### config.mk
export PLATFORM = sky130hd
export DESIGN_NAME = qtg_top
export DESIGN_NICKNAME = d
export VERILOG_FILES = /design/src/rtl/qtg_pkg.sv /design/src/rtl/qtg_scale.sv /design/src/rtl/qtg_entry_pipe.sv /design/src/rtl/qtg_table_ram.sv /design/src/rtl/qtg_top.sv
export SDC_FILE = /design/constraint.sdc
export NUM_CORES = 2
export LEC_CHECK = 0
export BUFFER_PORTS_ARGS = -buffer_cell sky130_fd_sc_hd__buf_2
export CAP_MARGIN = 20
export CORE_UTILIZATION = 46
export CTS_CLUSTER_DIAMETER = 30
export DETAILED_ROUTE_END_ITERATION = 10
export SYNTH_ARGS = -nofsm -noshare
export SYNTH_HDL_FRONTEND = slang
export SYNTH_SLANG_ARGS = --single-unit
### constraint.sdc
create_clock -name clk -period 17.8 [get_ports clk]
set_input_delay 0.89 -clock clk [delete_from_list [all_inputs] [get_ports clk]]
set_output_delay 0.89 -clock clk [all_outputs]
set_load 0.01 [all_outputs]
### src/rtl/qtg_pkg.sv
package qtg_pkg;

    localparam int NUM_TBL    = 2;
    localparam int TBL_DEPTH  = 64;
    localparam int IDX_W      = $clog2(TBL_DEPTH);
    localparam int ADDR_W     = IDX_W + $clog2(NUM_TBL);
    localparam int ENTRY_W    = 16;
    localparam int BASE_W     = 8;
    localparam int QUAL_W     = 7;
    localparam int QUAL_MAX   = 100;
    localparam int QUAL_KNEE  = 50;
    localparam int SCALE_NUM  = 5000;
    localparam int SCALE_W    = $clog2(SCALE_NUM + 1);
    localparam int PROD_W     = BASE_W + SCALE_W;
    localparam int ENTRY_MAX  = 32767;
    localparam int BASE_LIMIT = 255;

    typedef enum logic [1:0] {
        ST_IDLE,
        ST_SCALE,
        ST_FILL,
        ST_DRAIN
    } gen_state_e;

    typedef struct packed {
        logic              tbl;
        logic [IDX_W-1:0]  idx;
    } entry_addr_t;

    typedef struct packed {
        logic              valid;
        entry_addr_t       addr;
        logic [PROD_W-1:0] prod;
    } prod_stage_t;

    localparam logic [BASE_W-1:0] LUMA_BASE [TBL_DEPTH] = '{
        8'd16, 8'd11, 8'd10, 8'd16, 8'd24, 8'd40, 8'd51, 8'd61,
        8'd12, 8'd12, 8'd14, 8'd19, 8'd26, 8'd58, 8'd60, 8'd55,
        8'd14, 8'd13, 8'd16, 8'd24, 8'd40, 8'd57, 8'd69, 8'd56,
        8'd14, 8'd17, 8'd22, 8'd29, 8'd51, 8'd87, 8'd80, 8'd62,
        8'd18, 8'd22, 8'd37, 8'd56, 8'd68, 8'd109, 8'd103, 8'd77,
        8'd24, 8'd35, 8'd55, 8'd64, 8'd81, 8'd104, 8'd113, 8'd92,
        8'd49, 8'd64, 8'd78, 8'd87, 8'd103, 8'd121, 8'd120, 8'd101,
        8'd72, 8'd92, 8'd95, 8'd98, 8'd112, 8'd100, 8'd103, 8'd99
    };

    localparam logic [BASE_W-1:0] CHROMA_BASE [TBL_DEPTH] = '{
        8'd17, 8'd18, 8'd24, 8'd47, 8'd99, 8'd99, 8'd99, 8'd99,
        8'd18, 8'd21, 8'd26, 8'd66, 8'd99, 8'd99, 8'd99, 8'd99,
        8'd24, 8'd26, 8'd56, 8'd99, 8'd99, 8'd99, 8'd99, 8'd99,
        8'd47, 8'd66, 8'd99, 8'd99, 8'd99, 8'd99, 8'd99, 8'd99,
        8'd99, 8'd99, 8'd99, 8'd99, 8'd99, 8'd99, 8'd99, 8'd99,
        8'd99, 8'd99, 8'd99, 8'd99, 8'd99, 8'd99, 8'd99, 8'd99,
        8'd99, 8'd99, 8'd99, 8'd99, 8'd99, 8'd99, 8'd99, 8'd99,
        8'd99, 8'd99, 8'd99, 8'd99, 8'd99, 8'd99, 8'd99, 8'd99
    };

    function automatic logic [BASE_W-1:0] base_coef(input entry_addr_t a);
        return a.tbl ? CHROMA_BASE[a.idx] : LUMA_BASE[a.idx];
    endfunction

    function automatic logic [QUAL_W-1:0] limit_quality(input logic [QUAL_W-1:0] q);
        if (q == '0)
            return QUAL_W'(1);
        else if (int'(q) > QUAL_MAX)
            return QUAL_W'(QUAL_MAX);
        else
            return q;
    endfunction

endpackage

### src/rtl/qtg_scale.sv
module qtg_scale
    import qtg_pkg::*;
(
    input  logic               clk,
    input  logic               rst,
    input  logic               go,
    input  logic [QUAL_W-1:0]  q,
    output logic               ready,
    output logic [SCALE_W-1:0] scale
);
    localparam int CNT_W = $clog2(SCALE_W + 1);
    localparam logic [SCALE_W-1:0] NUMER = SCALE_W'(SCALE_NUM);

    logic               running;
    logic [CNT_W-1:0]   bit_cnt;
    logic [QUAL_W:0]    rem;
    logic [SCALE_W-1:0] quo;
    logic [QUAL_W-1:0]  divisor;
    logic [QUAL_W:0]    rem_shift;
    logic               fits;

    always_comb begin
        rem_shift = {rem[QUAL_W-1:0], NUMER[bit_cnt - CNT_W'(1)]};
        fits      = rem_shift >= {1'b0, divisor};
    end

    always_ff @(posedge clk) begin
        if (rst) begin
            running <= 1'b0;
            bit_cnt <= '0;
            rem     <= '0;
            quo     <= '0;
            divisor <= '0;
            ready   <= 1'b0;
            scale   <= '0;
        end else begin
            ready <= 1'b0;
            if (go) begin
                if (int'(q) >= QUAL_KNEE) begin
                    scale <= SCALE_W'(200) - SCALE_W'({q, 1'b0});
                    ready <= 1'b1;
                end else begin
                    running <= 1'b1;
                    bit_cnt <= CNT_W'(SCALE_W);
                    rem     <= '0;
                    quo     <= '0;
                    divisor <= q;
                end
            end else if (running) begin
                rem     <= fits ? rem_shift - {1'b0, divisor} : rem_shift;
                quo     <= {quo[SCALE_W-2:0], fits};
                bit_cnt <= bit_cnt - CNT_W'(1);
                if (bit_cnt == CNT_W'(1)) begin
                    running <= 1'b0;
                    ready   <= 1'b1;
                    scale   <= {quo[SCALE_W-2:0], fits};
                end
            end
        end
    end

endmodule

### src/rtl/qtg_entry_pipe.sv
module qtg_entry_pipe
    import qtg_pkg::*;
(
    input  logic               clk,
    input  logic               rst,
    input  logic               in_valid,
    input  entry_addr_t        in_addr,
    input  logic [SCALE_W-1:0] scale,
    input  logic               baseline,
    output logic               out_valid,
    output entry_addr_t        out_addr,
    output logic [ENTRY_W-1:0] out_val
);
    localparam int RSHIFT = PROD_W + 7;
    localparam longint RECIP = ((64'd1 << RSHIFT) + 64'd99) / 64'd100;
    localparam int RECIP_W = RSHIFT - 6;
    localparam int QUO_W = PROD_W - 6;

    prod_stage_t              s1;
    logic [PROD_W+RECIP_W-1:0] wide;
    logic [QUO_W-1:0]         quo;
    logic [ENTRY_W-1:0]       limited;

    always_ff @(posedge clk) begin
        if (rst) begin
            s1 <= '0;
        end else begin
            s1.valid <= in_valid;
            s1.addr  <= in_addr;
            s1.prod  <= PROD_W'(base_coef(in_addr)) * PROD_W'(scale) + PROD_W'(50);
        end
    end

    always_comb begin
        wide = (PROD_W+RECIP_W)'(s1.prod) * (PROD_W+RECIP_W)'(RECIP);
        quo  = QUO_W'(wide >> RSHIFT);
        if (quo == '0)
            limited = ENTRY_W'(1);
        else if (int'(quo) > ENTRY_MAX)
            limited = ENTRY_W'(ENTRY_MAX);
        else
            limited = ENTRY_W'(quo);
        if (baseline && int'(limited) > BASE_LIMIT)
            limited = ENTRY_W'(BASE_LIMIT);
    end

    always_ff @(posedge clk) begin
        if (rst) begin
            out_valid <= 1'b0;
            out_addr  <= '0;
            out_val   <= '0;
        end else begin
            out_valid <= s1.valid;
            out_addr  <= s1.addr;
            out_val   <= limited;
        end
    end

endmodule

### src/rtl/qtg_table_ram.sv
module qtg_table_ram
    import qtg_pkg::*;
(
    input  logic               clk,
    input  logic               wr_en,
    input  entry_addr_t        wr_addr,
    input  logic [ENTRY_W-1:0] wr_data,
    input  entry_addr_t        rd_addr,
    output logic [ENTRY_W-1:0] rd_data
);
    localparam int WORDS = NUM_TBL * TBL_DEPTH;

    logic [ENTRY_W-1:0] mem [WORDS];

    always_ff @(posedge clk) begin
        if (wr_en)
            mem[wr_addr] <= wr_data;
        rd_data <= mem[rd_addr];
    end

endmodule

### src/rtl/qtg_top.sv
module qtg_top
    import qtg_pkg::*;
(
    input  logic               clk,
    input  logic               rst,
    input  logic               start,
    input  logic [QUAL_W-1:0]  quality,
    input  logic               baseline,
    output logic               busy,
    output logic               done,
    input  logic               rd_tbl,
    input  logic [IDX_W-1:0]   rd_idx,
    output logic [ENTRY_W-1:0] rd_data
);
    gen_state_e         state;
    logic [QUAL_W-1:0]  q_lat;
    logic               base_lat;
    logic               scale_go;
    logic               scale_rdy;
    logic [SCALE_W-1:0] scale_val;
    logic [SCALE_W-1:0] scale_lat;
    entry_addr_t        issue_addr;
    logic               issue_valid;
    logic               wr_en;
    entry_addr_t        wr_addr;
    logic [ENTRY_W-1:0] wr_data;
    entry_addr_t        rd_addr;
    logic               accept;

    assign accept      = start && (state == ST_IDLE);
    assign busy        = (state != ST_IDLE);
    assign issue_valid = (state == ST_FILL);
    assign rd_addr     = '{tbl: rd_tbl, idx: rd_idx};

    always_ff @(posedge clk) begin
        if (rst) begin
            state      <= ST_IDLE;
            q_lat      <= QUAL_W'(1);
            base_lat   <= 1'b0;
            scale_go   <= 1'b0;
            scale_lat  <= '0;
            issue_addr <= '0;
            done       <= 1'b0;
        end else begin
            scale_go <= 1'b0;
            case (state)
                ST_IDLE: begin
                    if (accept) begin
                        q_lat    <= limit_quality(quality);
                        base_lat <= baseline;
                        done     <= 1'b0;
                        scale_go <= 1'b1;
                        state    <= ST_SCALE;
                    end
                end
                ST_SCALE: begin
                    if (scale_rdy) begin
                        scale_lat  <= scale_val;
                        issue_addr <= '0;
                        state      <= ST_FILL;
                    end
                end
                ST_FILL: begin
                    issue_addr <= issue_addr + 1'b1;
                    if (issue_addr == '1)
                        state <= ST_DRAIN;
                end
                ST_DRAIN: begin
                    if (wr_en && wr_addr == '1) begin
                        done  <= 1'b1;
                        state <= ST_IDLE;
                    end
                end
                default: state <= ST_IDLE;
            endcase
        end
    end

    qtg_scale i_scale (
        .clk   (clk),
        .rst   (rst),
        .go    (scale_go),
        .q     (q_lat),
        .ready (scale_rdy),
        .scale (scale_val)
    );

    qtg_entry_pipe i_pipe (
        .clk       (clk),
        .rst       (rst),
        .in_valid  (issue_valid),
        .in_addr   (issue_addr),
        .scale     (scale_lat),
        .baseline  (base_lat),
        .out_valid (wr_en),
        .out_addr  (wr_addr),
        .out_val   (wr_data)
    );

    qtg_table_ram i_ram (
        .clk     (clk),
        .wr_en   (wr_en),
        .wr_addr (wr_addr),
        .wr_data (wr_data),
        .rd_addr (rd_addr),
        .rd_data (rd_data)
    );

endmodule

==> results_dict.tcl <==
set metrics [dict create \
    ys_seq_area_share_pct 66.8 \
    cts_made_buffers 406 \
    place.gp.congestion 0.820 \
    final_antenna_net_count 0 \
    dp.final_hpwl_um 132000 \
    setup.worst_path.start_class "flip-flop" \
    synth_flop_cell "edfxtp_1" \
    arrival_ns 8.51 \
    maxSlewViolCount 0 \
    final_common_cell "edfxtp_1" \
    cp_max_fo 20 \
    drt_first_pass_iters 5 \
    drive_above_1_share_pct 27.9 \
    drc_errors 0 \
    fin_crit_sh_pct 43.6 \
    core_region_area_um2 195000 \
    first_iter_violations 4161 \
    dieArea_um2 199000 \
    tightest_slew_ns 1.19 \
    htreeDepth 5 \
    netlist_area_um2 90700 \
    vias 46400 \
    endpoint_kind "flip-flop" \
    crit_required_ns 18.54 \
    setup_tns_ns 0 \
    antenna_found_initial 18 \
    synth_edf_count 1920 \
    drv_cap 0 \
    die_width_um 446 \
    die_y_um 446 \
    start_util_pct 46.4 \
    post_cts_buffers 0 \
    row_count 162 \
    numClockSinks 2064 \
    setup_slack_ns 10.03 \
    fmax_ghz 0.129 \
    hp-class "input port to flip-flop" \
    grt_overflow 0 \
    power.density_nw_per_um2 123 \
    worstSkewPairLatency_ns 0.94 \
    grt_start_max_net_pins 113 \
    yosys_warnings 0 \
    async_flop_share_pct 0 \
    cts_hold_buf 0 \
    rsz0062_at_grt "false" \
    hold_viol 0 \
    fin_skew_ns 0.0740 \
    post_cts.resized_instances 0 \
    synth_cell_types 73 \
    clk_pin_slew_worst_paths_ns 0.04 \
    slew_headroom_pct 20.4 \
    grt_usage_pct 22.2 \
    syn_avg_cell_area_um2 18.8 \
    layout_common_cells "edfxtp_1 (1920), mux4_2 (634), clkbuf_16 (414), inv_1 (350), ha_1 (288)" \
    portBuffers 34 \
    clockBufferDepth 4 \
    finalCriticalPeriod_ns 7.77 \
    ff2ff_path_depth 24 \
    grt_pass1_vias 48000 \
    vias_per_cell 5.66 \
    syn_nets 5335 \
    power.leakage_uw 0.0387 \
    status "finished clean" \
    io_pins 36 \
    path_class "flip-flop to flip-flop" \
    grt_pass1_wl_um 322000 \
    setup_viol 0 \
    drt_wl_total_um 218000 \
    wl_per_cell_um 26.6 \
    clockRootBuffer "clkbuf_16" \
    nets 5747 \
    cts_tree "built" \
    hold_path_depth 3 \
    syn_inst 4814 \
    syn_to_final_growth_pct 19.6 \
    ys_ff_latch 2064 \
    max-vdd-ir-drop_uv 92.3 \
    dpl_worst_slack_ns 10.06 \
]
-- where the power goes --
part	switching (uW)	internal, uW	leakage, uW
registers	29.2	5260	0.0189
logic	356	268	0.0132
clock network	2430	5050	0.00660
-- stage by stage --
step / instances / power [uW] / util, % / hold slack [ns] / instance area [um2]
final: 8184 / 13400 / 55.5 / 0.235 / 108000
after global routing: 8180 / 13800 / 55.5 / 0.232 / 108000
after CTS: 8176 / 13500 / 55.5 / 0.171 / 108000
after detailed placement: 7440 / 6010 / 48.5 / 0.421 / 94800
after global placement: 7439 / 6000 / 48.5 / 0.420 / 94800
after floorplan: 4814 / 5800 / - / 0.414 / 90700
-- critical path, stage by stage, from the launching register on --
cell	delay (ns)
dfxtp_1	0.76
clkinv_1	0.63
mux4_2	0.52
nor2_1	0.04
o311ai_0	0.39
o41ai_2	0.14
buf_4	0.22
nand2b_1	0.18
fa_1	0.52
inv_1	0.05
fa_1	0.50
inv_1	0.06
fa_1	0.49
fa_1	0.49
inv_1	0.04
ha_1	0.29
nor2b_1	0.15
o21ai_1	0.16
a21boi_0	0.14
o21a_1	0.21
or4_1	0.51
a31o_2	0.24
o41ai_1	0.41
o21ai_0	0.18
mux2_1	0.32
-- kinds of logic after synthesis --
logic type / share of synthesized area, %
AND/OR/NAND/NOR: 3.47
AO/OA/AOI/OAI: 2.20
flip-flops: 66.8
other: 0.00414
multiplexers: 16.2
adder cells (fa/ha/maj): 8.72
XOR/XNOR: 0.261
buffers and inverters: 2.41
-- synth_stat cells (all sizes together) (10+ instances only) --
library cell,number,area share [%]
buf,74,0.39
inv,350,1.4
dfxtp,144,3.2
nand4,19,0.13
a211oi,14,0.12
nor2b,54,0.37
xnor2,11,0.11
a21o,12,0.099
a22oi,13,0.11
mux2,22,0.27
edfxtp,1920,64
nand2b,19,0.13
clkbuf,135,0.56
and3,10,0.069
and2,61,0.42
ha,288,4.0
nor2,250,1.0
fa,215,4.7
nand2,150,0.62
a21oi,121,0.67
nand3,38,0.21
mux2i,13,0.14
o21ai,65,0.36
a31oi,13,0.097
mux4,634,16
xor2,16,0.15
nor3,31,0.17
-- metal layers --
| metal | global-route usage [%] | vias to the layer above | share of wire, % |
|---|---|---|---|
| met3 | 5.41 | 366 | 7.8 |
| li1 | - | 20000 | - |
| met1 | 31.2 | 24400 | 42 |
| met2 | 34.5 | 1564 | 47 |
| met5 | 0 | - | 0.012 |
| met4 | 6.63 | 4 | 2.6 |
-- flip-flops by register name, summed over array words and instances, names as in the netlist, 2 cells and up --
| signal | flops |
|---|---|
| i_ram.mem | 1920 |
| i_scale.scale | 13 |
| issue_addr | 7 |
| i_pipe.s1 | 29 |
| i_pipe.out_addr | 7 |
| scale_lat | 13 |
| i_ram.rd_data | 15 |
| i_scale.quo | 12 |
| i_scale.bit_cnt | 4 |
| i_scale.divisor | 7 |
| q_lat | 7 |
| state | 2 |
| i_pipe.out_val | 15 |
| i_scale.rem | 7 |
-- layout make-up --
| cell class | count | area [um2] |
|---|---|---|
| diodes | 6 | 15.0 |
| clock buffers | 465 | 10600 |
| clock inverters | 271 | 2960 |
| fillers | 15000 | 86900 |
| inverters | 352 | 1320 |
| multi-input cells | 2189 | 28000 |
| flip-flops and latches | 2064 | 60600 |
| well taps | 2624 | 3280 |
| repair buffers | 213 | 1670 |
-- final timing paths --
path / startpoint / end / slack (ns)
worst max-delay path: issue_addr[4] / i_pipe.s1[19] / 10.03
worst min-delay path: quality[3] / q_lat[3] / 0.24
worst max register to register: issue_addr[4] / i_pipe.s1[19] / 10.03
worst min register to register: i_pipe.s1[28] / i_pipe.out_valid / 0.42
Note: power is estimated with default switching activity, not from simulation.
